### src/rtl/rr_pkg.sv
package rr_pkg;

  // Byte distance between neighbouring routing entries is 1 << SLOT_LG2.
  localparam int unsigned SLOT_LG2 = 2;

  // Address lies inside the routing window and is entry aligned.
  function automatic logic in_window(input logic [31:0] addr,
                                     input logic [31:0] base,
                                     input int unsigned n_slots);
    logic [31:0] off;
    off = addr - base;
    return (addr >= base) && (off[SLOT_LG2-1:0] == '0) &&
           ((off >> SLOT_LG2) < n_slots);
  endfunction

  // Slot number (requester id minus one) addressed inside the window.
  function automatic int unsigned slot_of(input logic [31:0] addr,
                                          input logic [31:0] base);
    logic [31:0] off;
    off = (addr - base) >> SLOT_LG2;
    return int'(off);
  endfunction

endpackage

### src/rtl/rr_table.sv
module rr_table #(
  parameter int unsigned NUM_REQ    = 8,
  parameter int unsigned ENT_W      = 3,
  parameter int unsigned ADDR_W     = 16,
  parameter int unsigned DATA_W     = 32,
  parameter logic [31:0] TABLE_BASE = 32'h2000
) (
  input  logic                             clk,
  input  logic                             rst_n,
  input  logic                             wr_en,
  input  logic [ADDR_W-1:0]                wr_addr,
  input  logic [DATA_W-1:0]                wr_data,
  input  logic [ADDR_W-1:0]                rd_addr,
  output logic [DATA_W-1:0]                rd_data,
  output logic [NUM_REQ-1:0][ENT_W-1:0]    entries
);
  import rr_pkg::*;

  localparam int unsigned IDX_W = (NUM_REQ > 1) ? $clog2(NUM_REQ) : 1;

  logic [NUM_REQ-1:0][ENT_W-1:0] ent_q, ent_d;
  logic                          wr_hit, rd_hit;
  logic [IDX_W-1:0]              wr_idx, rd_idx;
  logic                          unused_wr_hi;

  assign wr_hit = wr_en && in_window(32'(wr_addr), TABLE_BASE, NUM_REQ);
  assign rd_hit = in_window(32'(rd_addr), TABLE_BASE, NUM_REQ);
  assign wr_idx = IDX_W'(slot_of(32'(wr_addr), TABLE_BASE));
  assign rd_idx = IDX_W'(slot_of(32'(rd_addr), TABLE_BASE));
  assign unused_wr_hi = ^wr_data[DATA_W-1:ENT_W];

  always_comb begin
    ent_d = ent_q;
    if (wr_hit) ent_d[wr_idx] = wr_data[ENT_W-1:0];
  end

  always_ff @(posedge clk or negedge rst_n) begin
    if (!rst_n)      ent_q <= '0;
    else if (wr_hit) ent_q <= ent_d;
  end

  always_comb begin
    rd_data = '0;
    if (rd_hit) rd_data = DATA_W'(ent_q[rd_idx]);
  end

  assign entries = ent_q;

endmodule

### src/rtl/rr_decode.sv
module rr_decode #(
  parameter int unsigned NUM_REQ = 8,
  parameter int unsigned NUM_CH  = 4,
  parameter int unsigned ENT_W   = 3
) (
  input  logic [NUM_REQ-1:0][ENT_W-1:0] entries,
  input  logic [NUM_REQ-1:0]            hw_req,
  input  logic [NUM_CH-1:0]             sw_req,
  output logic [NUM_CH-1:0]             hit
);

  for (genvar c = 0; c < NUM_CH; c++) begin : g_ch
    logic h;
    always_comb begin
      h = sw_req[c];
      for (int r = 0; r < NUM_REQ; r++) begin
        if (hw_req[r] && (entries[r] == ENT_W'(c + 1))) h = 1'b1;
      end
    end
    assign hit[c] = h;
  end

endmodule

### src/rtl/rr_pending.sv
module rr_pending #(
  parameter int unsigned NUM_CH = 4
) (
  input  logic              clk,
  input  logic              rst_n,
  input  logic [NUM_CH-1:0] hit,
  input  logic [NUM_CH-1:0] en,
  input  logic [NUM_CH-1:0] ack,
  output logic [NUM_CH-1:0] pend
);

  logic [NUM_CH-1:0] pend_q, pend_d;
  logic              upd;

  // A fresh hit wins over an acknowledge in the same cycle.
  always_comb begin
    pend_d = ((pend_q & ~ack) | hit) & en;
    upd    = |(pend_q | hit);
  end

  always_ff @(posedge clk or negedge rst_n) begin
    if (!rst_n)   pend_q <= '0;
    else if (upd) pend_q <= pend_d;
  end

  assign pend = pend_q;

endmodule

### src/rtl/rr_router.sv
module rr_router #(
  parameter int unsigned NUM_REQ    = 8,
  parameter int unsigned NUM_CH     = 4,
  parameter int unsigned ADDR_W     = 16,
  parameter int unsigned DATA_W     = 32,
  parameter logic [31:0] TABLE_BASE = 32'h2000
) (
  input  logic              clk,
  input  logic              rst_n,
  input  logic              cfg_wr_en,
  input  logic [ADDR_W-1:0] cfg_wr_addr,
  input  logic [DATA_W-1:0] cfg_wr_data,
  input  logic [ADDR_W-1:0] cfg_rd_addr,
  output logic [DATA_W-1:0] cfg_rd_data,
  input  logic [NUM_REQ-1:0] hw_req,
  input  logic [NUM_CH-1:0] sw_req,
  input  logic [NUM_CH-1:0] ch_en,
  input  logic [NUM_CH-1:0] ch_ack,
  output logic [NUM_CH-1:0] ch_req
);

  localparam int unsigned ENT_W = $clog2(NUM_CH + 1);

  logic                          rst_meta_n, rst_q_n;
  logic [NUM_REQ-1:0][ENT_W-1:0] route_ent;
  logic [NUM_CH-1:0]             route_hit;

  // Assert at once, release on the clock.
  always_ff @(posedge clk or negedge rst_n) begin
    if (!rst_n) begin
      rst_meta_n <= 1'b0;
      rst_q_n    <= 1'b0;
    end else begin
      rst_meta_n <= 1'b1;
      rst_q_n    <= rst_meta_n;
    end
  end

  rr_table #(
    .NUM_REQ(NUM_REQ), .ENT_W(ENT_W), .ADDR_W(ADDR_W),
    .DATA_W(DATA_W), .TABLE_BASE(TABLE_BASE)
  ) u_table (
    .clk(clk), .rst_n(rst_q_n),
    .wr_en(cfg_wr_en), .wr_addr(cfg_wr_addr), .wr_data(cfg_wr_data),
    .rd_addr(cfg_rd_addr), .rd_data(cfg_rd_data),
    .entries(route_ent)
  );

  rr_decode #(
    .NUM_REQ(NUM_REQ), .NUM_CH(NUM_CH), .ENT_W(ENT_W)
  ) u_decode (
    .entries(route_ent), .hw_req(hw_req), .sw_req(sw_req), .hit(route_hit)
  );

  rr_pending #(
    .NUM_CH(NUM_CH)
  ) u_pend (
    .clk(clk), .rst_n(rst_q_n),
    .hit(route_hit), .en(ch_en), .ack(ch_ack), .pend(ch_req)
  );

endmodule

### config.mk
export PLATFORM = sky130hd
export DESIGN_NAME = rr_router
export DESIGN_NICKNAME = d
export VERILOG_FILES = /design/src/rtl/rr_pkg.sv /design/src/rtl/rr_table.sv /design/src/rtl/rr_decode.sv /design/src/rtl/rr_pending.sv /design/src/rtl/rr_router.sv
export SDC_FILE = /design/constraint.sdc
export NUM_CORES = 1
export LEC_CHECK = 0
export CAP_MARGIN = 15
export CORE_MARGIN = 2
export CORE_UTILIZATION = 35
export DETAILED_ROUTE_END_ITERATION = 12
export DONT_BUFFER_PORTS = 1
export GPL_ROUTABILITY_DRIVEN = 0
export GPL_TIMING_DRIVEN = 0
export MAX_ROUTING_LAYER = met4
export PLACE_DENSITY_LB_ADDON = 0.08
export SYNTH_ARGS = -nofsm -noshare
export SYNTH_HDL_FRONTEND = slang
export SYNTH_HIERARCHICAL = 1
export SYNTH_SLANG_ARGS = --single-unit
### constraint.sdc
create_clock -name clk -period 1.3 [get_ports clk]
set_input_delay 0.065 -clock clk [delete_from_list [all_inputs] [get_ports clk]]
set_output_delay 0.065 -clock clk [all_outputs]
set_load 0.02 [all_outputs]
# After elaboration in Yosys (flattened, before gate mapping)
# Cells that the tools add are included.
# classes
n_mux	38
reduce_logical	41
order_cmp	7
add_sub_neg	2
eq_ne	32
bitwise_logic	5
# ops
cell	n
$lt 30x4->1 const B	2
$eq 3x2->1 const B	16
$logic_and 1x1->1	38
$sub 16x14->17 const B	2
$ge 16x14->1 const B	2
$mux 1	32
$bwmux 24	1
$eq 3x1->1 const B	8
$eq 3x3->1 const B	8
$bmux 3 s3	1
$demux 3 s3	1
$mux 3	3
$and 4x4->4	2
$lt 3x4->1 const B	2
$or 4x4->4	2
$logic_not 2->1	2
$not 4->4	1
$reduce_or 4->1	1
$ge 3x1->1 const B	1
# totals
word_cells	136
out_inout_bits	36
input_bits	87
reg_bits	30

# Depth between registers and ports, before layout
# Gate-level depths: netlist (run 1).
# logic_depth
word_depth	12
mapped_depth	7
mapped_depth_nobuf	7

# Modules after synthesis
# Netlist (run 1), hierarchy kept.
# by_module_without_submodules
mod	seq_area_each_um2	instances	cells_each	area_each_um2
rr_table	600.6	1	130	1660.3
rr_decode	0.0	1	52	426.7
rr_pending	100.1	1	12	185.2
rr_router	50.0	1	3	53.8

# Worst setup path after synthesis (run 1)
# OpenSTA, ideal clock, no wires.
# synth_path
path_type	input-to-reg
startpoint	in cfg_wr_addr[13]
endpoint	reg u_table.ent_q, in the netlist u_table/entries[18]
path_buffers	0
path_slack_ns	-0.489
arrival_time_ns	1.664
stages	7
cell_sequence	inv_1 -> ha_1 -> ha_1 -> and4bb_2 -> nand4_4 -> nor4_4 -> mux2_2
# synth_between
elab_chain_len	4
word_cells_on_any_way	6
cone_classes	1 x add/sub; 2 x order compare; 3 x reduce/logical
# synth_rtl
element	line	text
from (decl)	rr_router.sv:11	input logic [ADDR_W-1:0] cfg_wr_addr,
$sub 16x14->17 or $ge 16x14->1 (tied branches)	--	
$lt 30x4->1 or $logic_and 1x1->1 (tied branches)	rr_pkg.sv:13, rr_pkg.sv:12	
$logic_and 1x1->1 *	rr_pkg.sv:12	return (addr >= base) && (off[SLOT_LG2-1:0] == '0) &&
$logic_and 1x1->1 *	rr_table.sv:26	assign wr_hit = wr_en && in_window(32'(wr_addr), TABLE_BASE, NUM_REQ);
to (signal assigned)	rr_table.sv:39	else if (wr_hit) ent_q <= ent_d;
to (decl)	rr_table.sv:21	logic [NUM_REQ-1:0][ENT_W-1:0] ent_q, ent_d;
# Mark *: on every way between the ends. The rest lies on a longest branch, timed or not.
# A chain may end at the register's enable or synchronous reset.

# Worst setup path in the final report (run 1)
# layout_path
startpoint	reg u_table.ent_q, in the netlist u_table/entries[9]
endpoint	out cfg_rd_data[0]
# layout_between
elab_chain_len	3
# layout_rtl
element	line	text
$bmux 3 s3	rr_table.sv:44	if (rd_hit) rd_data = DATA_W'(ent_q[rd_idx]);
$mux 3 (not written as such)	rr_table.sv:44	
$mux 3	rr_table.sv:44	
to (decl)	rr_router.sv:14	output logic [DATA_W-1:0] cfg_rd_data,
# Every way passes these cells. The select of a mux whose other input is x is not followed.

==> results of run 1 <==
## repair_timing
action	in CTS	in global routing
pin swaps	24	14
hold buffers	12	0
buffers inserted	23	11
setup endpoints to repair	31	31
resized for setup	27	14
endpoints found under the hold margin	30	0
## power breakdown
group,total (mW),internal (mW),switching (mW)
Clock,0.732,0.407,0.325
Combinational,0.343,0.173,0.170
Sequential,0.971,0.945,0.0261
Total,2.05,1.53,0.521
## registers in the layout, indices dropped and copies added, names as in the netlist
signal and cells:
u_pend/pend 4, rst_meta_n 1, u_table/entries 24, rst_q_n 1
## cells by family after synthesis
kind of cell / after synthesis
DFF: 30
buffers and inverters: 40
muxes: 33
adders and majority gates: 6
and+or+nand+nor: 79
AOI/OAI and AO/OA: 7
other: 2
## final timing paths
| path | from | slack, ns | depth (start not counted) | end |
|---|---|---|---|---|
| setup / recovery | u_table/entries[9]$_DFFE_PN0P_ | -0.27 | 3 | cfg_rd_data[0] |
| hold / removal | sw_req[2] | 0.003 | 2 | u_pend/pend[2]$_DFFE_PN0P_ |
| setup reg to reg | u_table/entries[21]$_DFFE_PN0P_ | -0.22 | 5 | u_pend/pend[2]$_DFFE_PN0P_ |
| hold reg to reg | rst_q_n$_DFF_PN0_ | 0.30 | 0 | u_table/entries[1]$_DFFE_PN0P_ |
| max in group asynchronous | rst_q_n$_DFF_PN0_ | 0.47 | 1 | u_table/entries[12]$_DFFE_PN0P_ |
| min in group asynchronous | rst_n | 0.02 | 1 | rst_q_n$_DFF_PN0_ |
## final cells by class
class                           count  area [um2]
Sequential cell                    30       760.7
Buffer                             30       237.7
Clock buffer                        6       82.58
Multi-Input combinational cell    155        1660
Timing Repair Buffer               47       426.7
Tap cell                           77       96.34
Inverter                            6       47.55
Fill cell                         596        3074
## layout by cell type, fill, tap and decap left out, types with 2 or more instances in the layout
cell type / instances
and4bb_2: 5
buf_12: 2
buf_4: 59
buf_6: 3
clkbuf_8: 6
conb_1: 30
dfrtp_1: 22
dfrtp_2: 8
dlygate4sd3_1: 12
ha_1: 3
ha_4: 3
inv_1: 3
mux2_2: 4
mux2_4: 20
mux2i_4: 3
mux4_2: 6
nand2_1: 2
nand2b_1: 3
nand3_1: 4
nand4_1: 3
nand4b_1: 7
nor2_1: 7
nor2_4: 3
nor2b_4: 4
nor3_2: 2
nor3_4: 4
nor4_1: 2
nor4_4: 6
nor4bb_1: 15
nor4bb_2: 4
o21a_1: 4
or4b_4: 2
## routing by layer
layer  up-vias  wire length, um  GRT usage
li1        840                -          -
met3         5              441    0.03176
met5         -                0          -
met4         0               72    0.05339
met1       834             2432     0.2073
met2        69             2881     0.2763
## stage by stage
step,setup slack [ns],cell area (um2),power [mW],hold slack [ns]
2_1_floorplan,-0.4625,2572,1.251,-0.2306
3_3_place_gp,-0.6057,2669,1.271,-0.2306
3_5_place_dp,-0.6092,2696,1.284,-0.2305
4_1_cts,-0.2922,3174,2.065,0.005606
5_1_grt,-0.3159,3312,2.140,0.009922
6_report,-0.2675,3312,2.046,0.002729
==> PnR_summary.wiki, run 1 <==
{| class="wikitable"
! Metric !! Value
|-
| Warnings from Yosys || 6
|-
| Violated checks || setup timing
|-
| Share of flip-flops with an asynchronous set or reset || 1.000
|-
| Grt total ovfl || 0
|-
| Number of buffers and inverters on the critical path || 0
|-
| Cell Count Post-Placement || 303
|-
| Worst slew margin relative to its limit || 0.5235
|-
| Compound-Gate Fraction of Synth Area || 0.02098
|-
| Number of nets with antenna violations after routing || 0
|-
| Peak VDD IR || 0.3482 mV
|-
| Final setup viols || 30
|-
| Critical-path maximum fanout || 5
|-
| Leading area contributor after synthesis || dfrtp_1
|-
| Run status || complete, but fails checks
|-
| Critical path startpoint category || flip-flop
|-
| CTS tree || done
|-
| Source-to-sink clock delay at the later pin of the worst-skew pair || 0.28 ns
|-
| Total number of nets in the final design || 368
|-
| Clock sink count || 30
|-
| Standard-cell rows || 29
|-
| Count of mapped cells out of synthesis || 197
|-
| Slowest cell on the critical path || mux4_2
|-
| Library cell used as clock root buffer || clkbuf_8
|-
| Mux cell area share after synthesis || 0.1872
|-
| Total global routing track utilization || 0.1671
|-
| DR vias || 1,748
|-
| Routed wire length per instance || 16.60 um
|-
| Filler-free cell count of the finished design || 351
|-
| Setup clock skew after layout || 0.003653 ns
|-
| Worst-case clock buffer depth || 2
|-
| First DRT Iteration DRCs || 121
|-
| Port Buf Inserts || 0
|-
| Number of flip-flops and latches in the synthesized netlist || 30
|-
| I/O Pins || 123
|-
| Die footprint || 0.007314 mm2
|-
| Antenna Cells || 0
|-
| Share of synthesized area occupied by flip-flops and latches || 0.3228
|-
| Starting Density || 0.3642
|-
| Top-area cell type share of the netlist area || 0.3228
|-
| Dominant synthesized flop cell || dfrtp_1
|-
| Horizontal die dimension || 85.52 um
|-
| Fraction of synthesized cell area in xor and xnor cells || 0
|-
| Crit-path max cell delay || 0.53 ns
|-
| Share of post-route cells with drive strength above 1 || 0.5511
|-
| Cell type group with the largest total delay on the critical path || multiplexers
|-
| Maximum number of pins on one net before global-route repair || 16
|-
| Leading post-synthesis cells by cell area || dfrtp_1 (32%), mux2_2 (12%), buf_4 (11%)
|-
| Layout overhead on the synthesized area || 42.39%
|-
| Cell area after technology mapping || 0.002326 mm2
|-
| EDFF count, synth || 0
|-
| Number of hold-slack violations in the final timing report || 0
|-
| Class of the tightest hold or removal check || primary input to flip-flop
|-
| Required time of the critical path || 1.24 ns
|-
| Cell Chain, Critical Path || mux4_2 -> mux2i_4 -> nor2_4
|-
| Post-detailed-route DRC marker count || 0
|-
| Largest family of logic cells by synthesized area || simple AND/OR/NAND/NOR gates
|-
| Min cycle time layout || 1.568 ns
|-
| Number of slew-limit violations in the final report || 0
|-
| Post-synthesis share of cell area spent on full adders, half adders and majority gates || 0.03228
|-
| Number of distinct library cell variants in the gate-level netlist after synthesis || 31
|-
| Core region area || 0.006386 mm2
|-
| Worst Max-Slew Pin Slew || 0.7147 ns
|-
| Type of the worst setup path || flip-flop to output pin
|-
| Clock input transition at the sequential cells of the worst setup and hold paths || 0.06 ns
|-
| Type of destination of the critical path || output pin
|-
| Antenna violations before repair || 0
|-
| Wire length of the first global-routing pass || 9032 um
|-
| Commonest cells in the synthesized netlist || buf_4 (33), dfrtp_1 (30), mux2_2 (24), nor4bb_1 (19), nor2_1 (10)
|-
| Vias in the first global route || 1,717
|-
| Post-synthesis share of cell area spent on and, or, nand and nor gates || 0.3125
|-
| Peak Freq || 637.9 MHz
|-
| Post-synthesis area per instance || 11.81 um2
|-
| Number of detailed-routing iterations run before antenna repair || 4
|-
| Number of buffers created by CTS || 5
|-
| Floorplan die height || 85.52 um
|-
| Cell with the most instances after synthesis || buf_4
|-
| P per Cell Area || 617.9 mW/mm2
|-
| Static Leak || 1.479 nW
|-
| Total negative slack for setup checks || -4.809 ns
|-
| Arr. time, crit path || 1.50 ns
|-
| Total number of H-tree levels || 2
|-
| Setup repair after global routing missed its margin || true
|-
| Final worst path period share || 1.206
|-
| Final Routed Wirelength || 5828 um
|-
| Vias per cell || 4.980
|-
| HPWL after detailed placement || 4374 um
|-
| Final setup slack of the worst path || -0.2675 ns
|-
| Maxcap violations || 0
|-
| Post-Route Utilization || 0.5186
|}
Power figures use the tool's default switching activity.
==> run 2: changes to the inputs <==
SYNTH_HIERARCHICAL = default   (was 1)
==> PnR_summary.wiki, run 2 <==
{| class="wikitable"
! Metric !! Value
|-
| Post-detailed-route DRC marker count || 0
|-
| Worst slew margin relative to its limit || 0.6655
|-
| Multi-input gate area || 0.001479 mm2
|-
| Antenna violations before repair || 0
|-
| Top Usage Layer GRT || met2
|-
| Worst Max-Slew Pin Slew || 0.5018 ns
|-
| Min cycle time layout || 1.555 ns
|-
| Most frequent cells in the layout || buf_4 (55), conb_1 (30), dfrtp_1 (24)
|-
| Met1 Resource Use GR || 0.2274
|-
| Share of flip-flops with an asynchronous set or reset || 1.000
|-
| Number of detailed-routing iterations run before antenna repair || 4
|-
| P per Cell Area || 665.8 mW/mm2
|-
| Footprint of the flip-flops and latches || 758.2 um2
|-
| I/O Pins || 123
|-
| Warnings from Yosys || 0
|-
| Starting Density || 0.3630
|-
| Final setup viols || 22
|-
| DR vias || 1,738
|-
| Number of flip-flops and latches in the synthesized netlist || 30
|-
| Maxcap violations || 0
|-
| Horizontal die dimension || 82.60 um
|-
| Peak VDD IR || 0.3306 mV
|-
| Antenna Cells || 0
|-
| GR Layer Usage met2 || 0.2806
|-
| Cell area after technology mapping || 0.002162 mm2
|-
| Fill cells || 550
|-
| Die footprint || 0.006822 mm2
|-
| Clock sink count || 30
|-
| Number of slew-limit violations in the final report || 0
|-
| Critical path startpoint category || flip-flop
|-
| Leading area contributor after synthesis || dfrtp_1
|-
| Number of nets with antenna violations after routing || 0
|-
| Cell Count Post-Placement || 303
|-
| Final Routed Wirelength || 5844 um
|-
| Run status || complete, but fails checks
|-
| Critical-path maximum fanout || 4
|-
| Wire length of the first global-routing pass || 8625 um
|-
| Class of the tightest hold or removal check || primary input to flip-flop
|-
| First DRT Iteration DRCs || 89
|-
| Setup clock skew after layout || 0.009825 ns
|-
| Share of synthesized area occupied by flip-flops and latches || 0.3472
|-
| Leading post-synthesis cells by cell area || dfrtp_1 (35%), mux2_2 (11%), buf_4 (10%)
|-
| Commonest cells in the synthesized netlist || dfrtp_1 (30), buf_4 (29), mux2_2 (21)
|-
| Dominant synthesized flop cell || dfrtp_1
|-
| Required time of the critical path || 1.24 ns
|-
| Final setup slack of the worst path || -0.2547 ns
|-
| Top-area cell type share of the netlist area || 0.3472
|-
| Type of destination of the critical path || output pin
|-
| CTS tree || done
|-
| Worst-case clock buffer depth || 2
|-
| Cell Chain, Critical Path || mux4_2 -> mux2i_2 -> nor2_4
|-
| Smallest hold slack || 0.01166 ns
|-
| Floorplan die height || 82.60 um
|-
| Peak Freq || 643.2 MHz
|-
| Vias per cell || 4.938
|-
| Area of all placed cells without fillers || 0.003107 mm2
|-
| Slowest cell on the critical path || mux4_2
|-
| Share of total power in the clock network || 0.378
|-
| Total global routing track utilization || 0.1796
|-
| Setup repair after global routing missed its margin || true
|-
| Count of mapped cells out of synthesis || 199
|-
| Crit-path max cell delay || 0.50 ns
|-
| Layout overhead on the synthesized area || 43.69%
|-
| Total number of nets in the final design || 369
|-
| Reg power frac || 0.467
|-
| HPWL after detailed placement || 4168 um
|-
| Routed wire length per instance || 16.60 um
|-
| Number of distinct library cell variants in the gate-level netlist after synthesis || 39
|-
| Cell with the most instances after synthesis || dfrtp_1
|-
| Vias in the first global route || 1,596
|-
| Switching power share of the total || 0.2615
|-
| Number of buffers created by CTS || 5
|-
| Filler-free cell count of the finished design || 352
|-
| Port Buf Inserts || 0
|-
| Grt total ovfl || 0
|-
| Switching power || 540.9 uW
|-
| Arr. time, crit path || 1.49 ns
|-
| Leading cell type in the layout, fill and taps excluded || buf_4
|-
| Logic gate share of total power || 0.155
|-
| Global routing usage on met3 || 0.05109
|-
| Maximum number of pins on one net before global-route repair || 21
|-
| Flip-flop count of the largest register after layout || 24
|-
| Source-to-sink clock delay at the later pin of the worst-skew pair || 0.28 ns
|-
| Type of the worst setup path || flip-flop to output pin
|-
| EDFF count, synth || 0
|-
| Share of post-route cells with drive strength above 1 || 0.4910
|-
| Number of hold-slack violations in the final timing report || 0
|-
| Clock input transition at the sequential cells of the worst setup and hold paths || 0.06 ns
|-
| Internal power summed over all cells || 1.528 mW
|-
| Post-synthesis area per instance || 10.86 um2
|-
| Core region area || 0.005956 mm2
|-
| Final worst path period share || 1.196
|-
| Total number of H-tree levels || 2
|-
| Post-DP Area || 0.002504 mm2
|-
| Violated checks || setup timing
|-
| Static Leak || 1.420 nW
|-
| Standard-cell rows || 28
|-
| Library cell used as clock root buffer || clkbuf_8
|}
## run 2: changes by cell type after synthesis, sizes merged, moves of 3 or more
cell and change:
inv +5, nand3b +3, nand2 +5, o21a -3, nor4bb -8, nor2b +3
and4bb -5, o31a +3, nor4 -4, buf -5, nand4b -4
## run 2: final timing paths
check / start / endpoint / slack (ns) / cells past startpoint
worst max-delay path: u_table.entries[7]$_DFFE_PN0P_ / cfg_rd_data[1] / -0.25 / 3
worst min-delay path: sw_req[1] / u_pend.pend[1]$_DFFE_PN0P_ / 0.01 / 2
worst max register to register: u_table.entries[13]$_DFFE_PN0P_ / u_pend.pend[1]$_DFFE_PN0P_ / -0.22 / 4
worst min register to register: rst_q_n$_DFF_PN0_ / u_table.entries[17]$_DFFE_PN0P_ / 0.19 / 0
max in group asynchronous: rst_q_n$_DFF_PN0_ / u_table.entries[10]$_DFFE_PN0P_ / 0.62 / 1
min in group asynchronous: rst_q_n$_DFF_PN0_ / u_table.entries[17]$_DFFE_PN0P_ / 0.19 / 0
## run 2: final cells by class
type,count,share of cell area
buffer,30,0.07813
clock buffer,7,0.02779
clock inverter,1,0.001611
inverter,11,0.01973
multi-input combinational,156,0.4760
sequential,30,0.2441
tap,75,0.03021
timing repair buffer,42,0.1224
## run 2: routing by layer
metal  up-vias  wire length (um)  part of all wire
met5         -                 0                 0
met4         0                77             0.013
met3         8               426             0.073
met2        77              2775              0.47
met1       813              2565              0.44
li1        840                 -                 -
## run 2: timing repair
item                       in CTS  in global routing
pin swaps                      12                  7
hold endpoints to repair       30                  2
gates resized for setup        24                 14
setup endpoints to repair      18                 22
setup buffers                  29                  3
hold buffers                    8                  1
## run 2: kinds of logic after synthesis
kind of cell	synth area share
fa+ha+maj	0.03472
simple gates	0.2315
other cells	0.003474
flops	0.3472
compound gates	0.05498
buf+inv	0.1215
mux	0.2066
## run 2: power groups by stage
| stage | clock network, mW | logic (mW) | registers (mW) |
|---|---|---|---|
| finish | 0.782 | 0.321 | 0.966 |
| global route | 0.857 | 0.352 | 0.968 |
| CTS | 0.792 | 0.315 | 0.967 |
| detailed placement | 0 | 0.272 | 0.984 |
| global placement | 0 | 0.251 | 0.995 |
| floorplan | 0 | 0.239 | 0.988 |
## run 2: metrics by stage
step / worst slack, ns / util / total power, mW / TNS (ns)
floorplan: -0.4725 / - / 1.227 / -6.172
global placement: -0.6547 / 0.4158 / 1.246 / -10.34
detailed placement: -0.6268 / 0.4204 / 1.257 / -10.15
CTS: -0.2658 / 0.5032 / 2.073 / -3.207
global route: -0.3279 / 0.5216 / 2.178 / -4.120
finish: -0.2547 / 0.5216 / 2.068 / -3.123
## run 2: worst max-delay path, delay by kind of cell, from the launching register on
family | cells | cell delay [ns]
flip-flops | 1 | 0.42
multiplexers | 2 | 0.72
AND/OR/NAND/NOR | 1 | 0.08
==> run 3: changes to the inputs <==
CELL_PAD_IN_SITES_DETAIL_PLACEMENT = 1   (was default)
CELL_PAD_IN_SITES_GLOBAL_PLACEMENT = 1   (was default)
==> PnR_summary.wiki, run 3 (synthesis results as in run 2) <==
{| class="wikitable"
! Metric !! Value
|-
| Peak Freq || 637.7 MHz
|-
| Final Routed Wirelength || 6645 um
|-
| Switching power share of the total || 0.2718
|-
| Area of all placed cells without fillers || 0.003054 mm2
|-
| Launch point of the worst path || cfg_wr_addr[14]
|-
| Switching power || 567.1 uW
|-
| Leading cell type in the layout, fill and taps excluded || buf_4
|-
| Core region area || 0.005956 mm2
|-
| Type of destination of the critical path || flip-flop
|-
| Die footprint || 0.006822 mm2
|-
| Final setup viols || 30
|-
| Critical-path maximum fanout || 4
|-
| Number of slew-limit violations in the final report || 0
|-
| Reg power frac || 0.468
|-
| Min cycle time layout || 1.568 ns
|-
| Wire length of the first global-routing pass || 9542 um
|-
| Most frequent cells in the layout || buf_4 (52), conb_1 (30), dfrtp_1 (17)
|-
| Horizontal die dimension || 82.60 um
|-
| Library cell used as clock root buffer || clkbuf_8
|-
| Port Buf Inserts || 0
|-
| Worst slew margin relative to its limit || 0.5817
|-
| I/O Pins || 123
|-
| Layout overhead on the synthesized area || 41.26%
|-
| Clock input transition at the sequential cells of the worst setup and hold paths || 0.07 ns
|-
| Total number of nets in the final design || 364
|-
| Clock sink count || 30
|-
| Internal power summed over all cells || 1.520 mW
|-
| Smallest hold slack || 0.006524 ns
|-
| Share of post-route cells with drive strength above 1 || 0.5184
|-
| Antenna violations before repair || 0
|-
| Post-Route Utilization || 0.5128
|-
| Type of the worst setup path || primary input to flip-flop
|-
| P per Cell Area || 683.2 mW/mm2
|-
| Routed wire length per instance || 19.15 um
|-
| Post-DP Area || 0.002476 mm2
|-
| Starting Density || 0.3630
|-
| Worst reg2reg startpoint || u_table.entries[16]$_DFFE_PN0P_
|-
| Floorplan die height || 82.60 um
|-
| Final worst path period share || 1.206
|-
| Number of buffers created by CTS || 5
|-
| HPWL after detailed placement || 4814 um
|-
| Share of total power in the clock network || 0.386
|-
| Violated checks || setup timing
|-
| Vias in the first global route || 1,863
|-
| Standard-cell rows || 28
|-
| Logic gate share of total power || 0.146
|-
| Flip-flop count of the largest register after layout || 24
|-
| Source-to-sink clock delay at the later pin of the worst-skew pair || 0.29 ns
|-
| Class of the tightest hold or removal check || primary input to async pin
|-
| Maximum number of pins on one net before global-route repair || 29
|-
| Number of detailed-routing iterations run before antenna repair || 4
|-
| Setup clock skew after layout || 0.01446 ns
|-
| Peak VDD IR || 0.4341 mV
|-
| Static Leak || 1.378 nW
|-
| Fill cells || 644
|-
| Critical path startpoint category || primary input
|-
| Maxcap violations || 0
|-
| Number of hold-slack violations in the final timing report || 0
|-
| Vias per cell || 5.346
|-
| Grt total ovfl || 0
|-
| Number of nets with antenna violations after routing || 0
|-
| Antenna Cells || 0
|-
| Design Power || 2.087 mW
|-
| DR vias || 1,855
|-
| Post-detailed-route DRC marker count || 0
|-
| CTS tree || done
|-
| Final setup slack of the worst path || -0.2682 ns
|-
| Worst Max-Slew Pin Slew || 0.6274 ns
|-
| Run status || complete, but fails checks
|-
| First DRT Iteration DRCs || 83
|-
| Arr. time, crit path || 1.74 ns
|-
| Footprint of the flip-flops and latches || 767.0 um2
|-
| Required time of the critical path || 1.47 ns
|-
| Multi-input gate area || 0.001475 mm2
|-
| Total global routing track utilization || 0.1989
|-
| Setup repair after global routing missed its margin || true
|-
| Total number of H-tree levels || 2
|-
| Worst-case clock buffer depth || 2
|}
run 3: cell count changes in the layout (fill, tap and decap cells not counted), moves of 2 or more:
cell and change:
buf_4 -3, dfrtp_1 -7, dfrtp_2 +7, nor4bb_4 -2
nor4bb_2 +2
run 3: through the flow:
step	worst slack (ns)	TNS, ns	std cells
final	-0.2682	-4.421	347
after global routing	-0.3089	-6.119	347
after CTS	-0.2825	-3.524	333
after detailed placement	-0.6614	-11.00	302
after global placement	-0.6036	-9.717	302
after floorplan	-0.4725	-6.172	227
run 3: worst paths after layout:
path	end	slack, ns	cells after the start
setup reg to reg	u_pend.pend[1]$_DFFE_PN0P_	-0.18	4
setup / recovery	u_table.entries[3]$_DFFE_PN0P_	-0.27	7
hold / removal	rst_q_n$_DFF_PN0_	0.007	1
min in group clk	u_pend.pend[0]$_DFFE_PN0P_	0.02	3
max in group asynchronous	u_table.entries[16]$_DFFE_PN0P_	0.56	0
hold reg to reg	u_pend.pend[0]$_DFFE_PN0P_	0.28	0
run 3: critical path: stages:
cell and delay, ns:
inv_12 0.02, ha_4 0.14, ha_4 0.25, and4_4 0.22, nand4_4 0.12, or4_4 0.60, mux2_4 0.32
run 3: final cells by class:
class,instances,share of cell area
flip-flops and latches,30,0.2511
well taps,75,0.03073
repair buffers,37,0.1049
inverters,11,0.02089
clock inverters,1,0.001639
plain buffers,30,0.07948
clock buffers,7,0.02827
multi-input cells,156,0.4830
run 3: what timing repair did:
action	4_1_cts	5_1_grt
cloned	0	0
pin swaps	11	10
hold buffers	8	0
setup buffers	15	14
hold endpoints to repair	30	0
resized for setup	26	21
setup endpoints to repair	25	28
run 3: metal layers:
| layer | share of wire | vias to the layer above | track usage | wire length, um |
|---|---|---|---|---|
| li1 | - | 839 | - | - |
| met1 | 0.37 | 917 | 0.2097 | 2438 |
| met2 | 0.53 | 92 | 0.3750 | 3510 |
| met3 | 0.097 | 7 | 0.05000 | 643 |
| met4 | 0.0078 | 0 | 0.03934 | 52 |
| met5 | 0 | - | - | 0 |
run 3: power groups by stage:
| stage | clock (mW) | sequential (mW) | combinational, mW |
|---|---|---|---|
| 6_report | 0.805 | 0.977 | 0.305 |
| 3_3_place_gp | 0 | 0.994 | 0.250 |
| 4_1_cts | 0.813 | 0.978 | 0.298 |
| 5_1_grt | 0.857 | 0.982 | 0.333 |
| 3_5_place_dp | 0 | 0.995 | 0.255 |
| 2_1_floorplan | 0 | 0.988 | 0.239 |
